## src/rtl/rtw_pkg.sv

```systemverilog
package rtw_pkg;

  typedef struct packed {
    logic       selWr;
    logic       idWr;
    logic       entWr;
    logic       entHi;
    logic [7:0] entNum;
  } winStrobe_t;

  typedef enum logic [2:0] {
    RD_ZERO,
    RD_SEL,
    RD_ID,
    RD_VER,
    RD_ENT
  } rdSrc_t;

endpackage

```

## src/rtl/rtw_ctrl.sv

```systemverilog
module rtw_ctrl
  import rtw_pkg::*;
#(
  parameter int ADDR_W  = 12,
  parameter int NUM_ENT = 24
) (
  input  logic              clk,
  input  logic              rstN,
  input  logic [ADDR_W-1:0] busAddr,
  input  logic              busWrEn,
  input  logic [7:0]        selReg,
  output winStrobe_t        strb,
  output rdSrc_t            rdSrc
);

  localparam logic [7:0] OFF_SEL  = 8'h00;
  localparam logic [7:0] OFF_WIN  = 8'h10;
  localparam logic [7:0] IDX_ID   = 8'h00;
  localparam logic [7:0] IDX_VER  = 8'h01;
  localparam logic [7:0] IDX_ENT0 = 8'h10;

  logic       hitSel;
  logic       hitWin;
  logic [7:0] entOff;
  logic [7:0] entNum;
  logic       entValid;

  assign hitSel   = (busAddr[7:0] == OFF_SEL);
  assign hitWin   = (busAddr[7:0] == OFF_WIN);
  assign entOff   = selReg - IDX_ENT0;
  assign entNum   = {1'b0, entOff[7:1]};
  assign entValid = (selReg >= IDX_ENT0) && (int'(entNum) < NUM_ENT);

  always_comb begin
    strb.selWr  = busWrEn && hitSel;
    strb.idWr   = busWrEn && hitWin && (selReg == IDX_ID);
    strb.entWr  = busWrEn && hitWin && entValid;
    strb.entHi  = entOff[0];
    strb.entNum = entNum;
  end

  always_comb begin
    rdSrc = RD_ZERO;
    if (hitSel) begin
      rdSrc = RD_SEL;
    end else if (hitWin) begin
      if (selReg == IDX_ID)       rdSrc = RD_ID;
      else if (selReg == IDX_VER) rdSrc = RD_VER;
      else if (entValid)          rdSrc = RD_ENT;
    end
  end

  AST_RO_NO_STROBE: assert property (@(posedge clk) disable iff (!rstN)
    (busWrEn && hitWin && (selReg == 8'h01 || selReg == 8'h02))
      |-> !(strb.idWr || strb.entWr || strb.selWr));

endmodule

```

## src/rtl/rtw_regs.sv

```systemverilog
module rtw_regs
  import rtw_pkg::*;
#(
  parameter int         NUM_ENT  = 24,
  parameter int         MASK_BIT = 16,
  parameter logic [7:0] VER_CODE = 8'h11
) (
  input  logic        clk,
  input  logic        rstN,
  input  winStrobe_t  strb,
  input  rdSrc_t      rdSrc,
  input  logic [31:0] wrData,
  output logic [7:0]  selReg,
  output logic [31:0] rdData,
  output logic        chgPulse
);

  localparam int          HALF_W  = 32;
  localparam int          ENT_W   = 2 * HALF_W;
  localparam int          ENT_IW  = (NUM_ENT > 1) ? $clog2(NUM_ENT) : 1;
  localparam logic [ENT_W-1:0] ENT_RST = ENT_W'(1) << MASK_BIT;
  localparam logic [31:0] VER_WORD = {8'h00, 8'(NUM_ENT - 1), 8'h00, VER_CODE};

  logic [7:0]       idReg;
  logic [ENT_W-1:0] tbl [NUM_ENT];
  logic [ENT_W-1:0] entRd;

  always_ff @(posedge clk) begin
    if (!rstN) begin
      selReg   <= '0;
      idReg    <= '0;
      chgPulse <= 1'b0;
    end else begin
      if (strb.selWr) selReg <= wrData[7:0];
      if (strb.idWr)  idReg  <= wrData[31:24];
      chgPulse <= strb.entWr;
    end
  end

  for (genvar n = 0; n < NUM_ENT; n++) begin : g_ent
    logic hitEnt;
    assign hitEnt = strb.entWr && (int'(strb.entNum) == n);

    always_ff @(posedge clk) begin
      if (!rstN) begin
        tbl[n] <= ENT_RST;
      end else if (hitEnt) begin
        if (strb.entHi) tbl[n][ENT_W-1:HALF_W] <= wrData;
        else            tbl[n][HALF_W-1:0]     <= wrData;
      end
    end

    AST_LO_KEEPS_HI: assert property (@(posedge clk) disable iff (!rstN)
      (hitEnt && !strb.entHi) |=> $stable(tbl[n][ENT_W-1:HALF_W]));
    AST_HI_KEEPS_LO: assert property (@(posedge clk) disable iff (!rstN)
      (hitEnt && strb.entHi) |=> $stable(tbl[n][HALF_W-1:0]));
  end

  assign entRd = tbl[strb.entNum[ENT_IW-1:0]];

  always_comb begin
    unique case (rdSrc)
      RD_SEL:  rdData = {24'h0, selReg};
      RD_ID:   rdData = {idReg, 24'h0};
      RD_VER:  rdData = VER_WORD;
      RD_ENT:  rdData = strb.entHi ? entRd[ENT_W-1:HALF_W] : entRd[HALF_W-1:0];
      default: rdData = '0;
    endcase
  end

  AST_CHG_AFTER_WR: assert property (@(posedge clk) disable iff (!rstN)
    strb.entWr |=> chgPulse);
  AST_CHG_ONLY_WR: assert property (@(posedge clk) disable iff (!rstN)
    chgPulse |-> $past(strb.entWr));
  AST_ID_HOLD: assert property (@(posedge clk) disable iff (!rstN)
    !strb.idWr |=> $stable(idReg));
  AST_SEL_HOLD: assert property (@(posedge clk) disable iff (!rstN)
    !strb.selWr |=> $stable(selReg));

endmodule

```

## src/rtl/rtw_top.sv

```systemverilog
module rtw_top
  import rtw_pkg::*;
#(
  parameter int ADDR_W  = 12,
  parameter int NUM_ENT = 24
) (
  input  logic              clk,
  input  logic              rstN,
  input  logic [ADDR_W-1:0] busAddr,
  input  logic              busWrEn,
  input  logic [31:0]       busWrData,
  output logic [31:0]       busRdData,
  output logic              tblChanged
);

  winStrobe_t strb;
  rdSrc_t     rdSrc;
  logic [7:0] selReg;

  rtw_ctrl #(.ADDR_W(ADDR_W), .NUM_ENT(NUM_ENT)) u_ctrl (
    .clk     (clk),
    .rstN    (rstN),
    .busAddr (busAddr),
    .busWrEn (busWrEn),
    .selReg  (selReg),
    .strb    (strb),
    .rdSrc   (rdSrc)
  );

  rtw_regs #(.NUM_ENT(NUM_ENT)) u_regs (
    .clk      (clk),
    .rstN     (rstN),
    .strb     (strb),
    .rdSrc    (rdSrc),
    .wrData   (busWrData),
    .selReg   (selReg),
    .rdData   (busRdData),
    .chgPulse (tblChanged)
  );

  AST_OFF_ZERO: assert property (@(posedge clk) disable iff (!rstN)
    (busAddr[7:0] != 8'h00 && busAddr[7:0] != 8'h10) |-> busRdData == 32'h0);

endmodule

```

## config.mk

```make
export PLATFORM = sky130hd
export DESIGN_NAME = rtw_top
export DESIGN_NICKNAME = d
export VERILOG_FILES = /design/src/rtl/rtw_pkg.sv /design/src/rtl/rtw_ctrl.sv /design/src/rtl/rtw_regs.sv /design/src/rtl/rtw_top.sv
export SDC_FILE = /design/constraint.sdc
export NUM_CORES = 2
export LEC_CHECK = 0
export BUFFER_PORTS_ARGS = -buffer_cell sky130_fd_sc_hd__buf_4
export CAP_MARGIN = 30
export CORE_MARGIN = 10
export CORE_UTILIZATION = 25
export DETAILED_ROUTE_END_ITERATION = 10
export HOLD_SLACK_MARGIN = 0.12
export PLACE_DENSITY_LB_ADDON = 0.2
export SLEW_MARGIN = 20
export SYNTH_ARGS = -nofsm -noshare
export SYNTH_HDL_FRONTEND = slang
export SYNTH_SLANG_ARGS = --single-unit
```

## constraint.sdc

```tcl
create_clock -name clk -period 8.4 [get_ports clk]
set_input_delay 1.68 -clock clk [delete_from_list [all_inputs] [get_ports clk]]
set_output_delay 1.68 -clock clk [all_outputs]
set_load 0.03 [all_outputs]
```

==> summary by stage <==
Floorplanning
The floorplan has 195 rows. The initial utilization of the core area, before any placement, comes to 0.252. The boundary pin count is 80. The area of the core region is 0.283 mm2.

The die is 554 um wide. In this run the vertical extent of the chip is 554 um. The floorplan die area is 0.307 mm2.

Timing
Dividing the final minimum period by the clock period gives 0.840. Setup repair after global routing left no endpoint under its margin. Setup total negative slack on the finished layout was measured at 0 ns. The worst pin sits at a relative slew slack of 0.244. The count of endpoints failing setup in the final report is 0. The tightest hold margin is 0.526 ns. Static timing analysis puts the maximum clock frequency at 142 MHz. The final number of hold-violating endpoints is 0.

The minimum clock period after layout is 7.06 ns. Across the routed clock network, the largest skew measured is 0.0234 ns. The minimum setup slack in the final design is 1.34 ns.

The number of pins exceeding their max-slew limit in the final report is 0. For the pin with the worst max-slew slack, the measured transition is 1.13 ns.

Logic synthesis
Counting instances in the post-synthesis netlist gives the leading cell types as edfxtp_1 (1536), nor3_1 (516), nor4_1 (512). The mapped netlist covers 0.0712 mm2. A synthesized cell averages 14.8 um2. The area fraction of the dominant cell type after synthesis is 0.648. Synthesis produced 4825 cells. Of all flip-flops after synthesis, the portion carrying an async set or reset was 0. The number of enable-type register cells in the synthesized netlist is 1536. The synthesized netlist contains 60 unique library cells. The Yosys step of the flow raised 0 warnings. In the synthesized netlist the dominant register cell turns out to be edfxtp_1.

The number of nets handed over by synthesis was 4874. The share of the Yosys chip area taken by registers is 0.652. Ranked by total cell area, the synthesized netlist is headed by edfxtp_1 (65%), mux4_2 (12%), nor4_1 (4.5%). The cell with the most instances after synthesis is edfxtp_1.

The largest area contributor in the synthesized netlist is edfxtp_1. After synthesis the netlist holds a flip-flop and latch count of 1553.

Clock tree
The number of hold buffers added after CTS is 0. The number of CTS-inserted buffers is 177. Clock latency on the worst-skew pair, taken at its later pin, is 0.83 ns. The TritonCTS clock tree is yes. The number of clock sinks is 1553. The root cell of the clock tree is clkbuf_16. The longest clock path from root to sink contains 3 buffers.

Once the clock tree was built, the resizer swapped 0 gates to a different size. The number of setup buffers added after CTS is 0. The H-tree generated during clock tree synthesis spans 4 levels.

The clock transition time at the flip-flop clock pins of the worst setup and hold paths is 0.06 ns.

Detailed routing
The via count of the routed design is 44.0k. The total wirelength of the detailed-routed design is 256 mm. The violation count after the first detailed-routing iteration is 4987. The count of nets left with antenna violations once routing finished came out at 0. Before antenna repair, the detailed router went through 5 iterations. In the final routed layout, each cell accounts on average for 29.9 um.

The final routed DRC violation total is 0. The number of vias per cell is 5.15.

Placement
The placer congestion estimate is 0.780. The minimum setup slack after placement is 1.39 ns. During placement, the flow inserted port buffers numbering 75.

The HPWL after detailed placement is 155 mm.

Global route
The number of global-route vias before repair is 44.3k. The first global-routing pass estimated 362 mm of wire. The pin count of the biggest net entering global routing is 225. The final global-route overflow total is 0.

The global router's overall resource usage is 0.161. The initial antenna violation count came to 23.

Critical path
The worst setup path is launched from a register. For the worst setup path, the data arrival time is 5.38 ns. The required time of the critical path is 6.72 ns.

The maximum fanout count along the critical path is 34. The kind of critical path is reg2out. The worst setup path is captured at an output port.

Run status
The flow ran to the end, and the final reports show no timing, DRC or antenna violations.

Power
The total power per unit cell area is 210 mW/mm2. The total design power is 0.0172 W. The worst ir drop on vdd is 217 uV. The reported leakage power is 24.5 nW.

Cells and area
For this run, the post-layout net count is 4711. The final cell utilization of the core is 0.291. The total of fill cells in the finished design is 28.4k. The ratio of cells with drive above 1 in the final layout is 0.216. From synthesis to final layout, the design area changed by 15.5%.

Min path
In this run the worst hold path is classified as reg2reg.

Run
The number of maximum-capacitance constraint violations is 0.
## cells by family (layout without fill, tap and decap cells)
kind of cell | count (synthesis) | count (layout) | synth area share
adders and majority gates | 2 | 2 | 0.000351
muxes | 480 | 480 | 0.136
DFF | 1553 | 1553 | 0.652
AOI/OAI and AO/OA | 276 | 276 | 0.0248
and+or+nand+nor | 1847 | 1847 | 0.149
buffers and inverters | 667 | 634 | 0.0381
other | 0 | 15 | 0
## cell usage in the layout (no fill, tap or decap), types with 16 or more instances in the layout
master     count
nor2_1        62
nor3_1       514
edfxtp_1    1536
o21ai_0       73
clkinv_2      18
clkbuf_16    179
mux2i_1       66
o21ai_4       48
a21oi_1       26
clkbuf_1      48
clkinv_1      37
nor2b_1       16
buf_4        245
mux2_2        29
buf_12        23
nand3_1       20
inv_1         35
nand2_1      133
and2_1       508
mux4_2       385
nor4_1       505
## routing by layer
layer | share of wire | routed length (um) | track usage | vias up
met1 | 0.45 | 116000 | 0.232 | 23611
met2 | 0.46 | 117000 | 0.252 | 1367
li1 | - | - | - | 18763
met4 | 0.028 | 7290 | 0.0479 | 2
met3 | 0.058 | 14700 | 0.0243 | 296
met5 | 0.000043 | 11 | 0 | -
## sequential cells by signal, summed over array words and instances (netlist names)
| signal | flops |
|---|---|
| u_regs.idReg | 8 |
| u_regs.tbl | 1536 |
| u_regs.selReg | 8 |
| u_regs.chgPulse | 1 |
## metrics by stage
step	cell area, um2	cells
after floorplan	71200	4825
after global placement	76400	8207
after detailed placement	76600	8221
after CTS	82100	8530
after global routing	82200	8540
final	82300	8550
## cell type report
| type | count | area [um2] | area share |
|---|---|---|---|
| Inverter | 40 | 153 | 0.00186 |
| Clock buffer | 228 | 4670 | 0.0568 |
| Antenna cell | 15 | 37.5 | 0.000456 |
| Tap cell | 3743 | 4680 | 0.0569 |
| Multi-Input combinational cell | 2605 | 22800 | 0.277 |
| Timing Repair Buffer | 285 | 2630 | 0.0319 |
| Sequential cell | 1553 | 46500 | 0.565 |
| Clock inverter | 81 | 791 | 0.00961 |
## path summary, 6_finish.rpt
| check | slack [ns] | start | depth (start not counted) | endpoint |
|---|---|---|---|---|
| min reg2reg | 0.53 | u_regs.idReg[5] | 2 | u_regs.idReg[5] |
| max reg2reg | 3.00 | u_regs.selReg[4] | 8 | u_regs.tbl[5][13] |
| min | 0.53 | u_regs.idReg[5] | 2 | u_regs.idReg[5] |
| max | 1.34 | u_regs.selReg[4] | 8 | busRdData[8] |
## power by group
group	switching, W	total, W	internal [W]
Clock	0.00330	0.00754	0.00424
Combinational	0.000554	0.000760	0.000206
Sequential	0.0000914	0.00894	0.00885
Total	0.00394	0.0172	0.0133
## critical path: stages, from the launching register on
cell and delay (ns):
dfxtp_4 0.74, inv_4 0.39, ha_4 0.77, inv_1 0.49, buf_12 0.30, nand2_1 0.62, o221ai_1 0.24, nor2_1 0.63
buf_4 0.29
No activity file was read; power rests on OpenSTA's default activity.
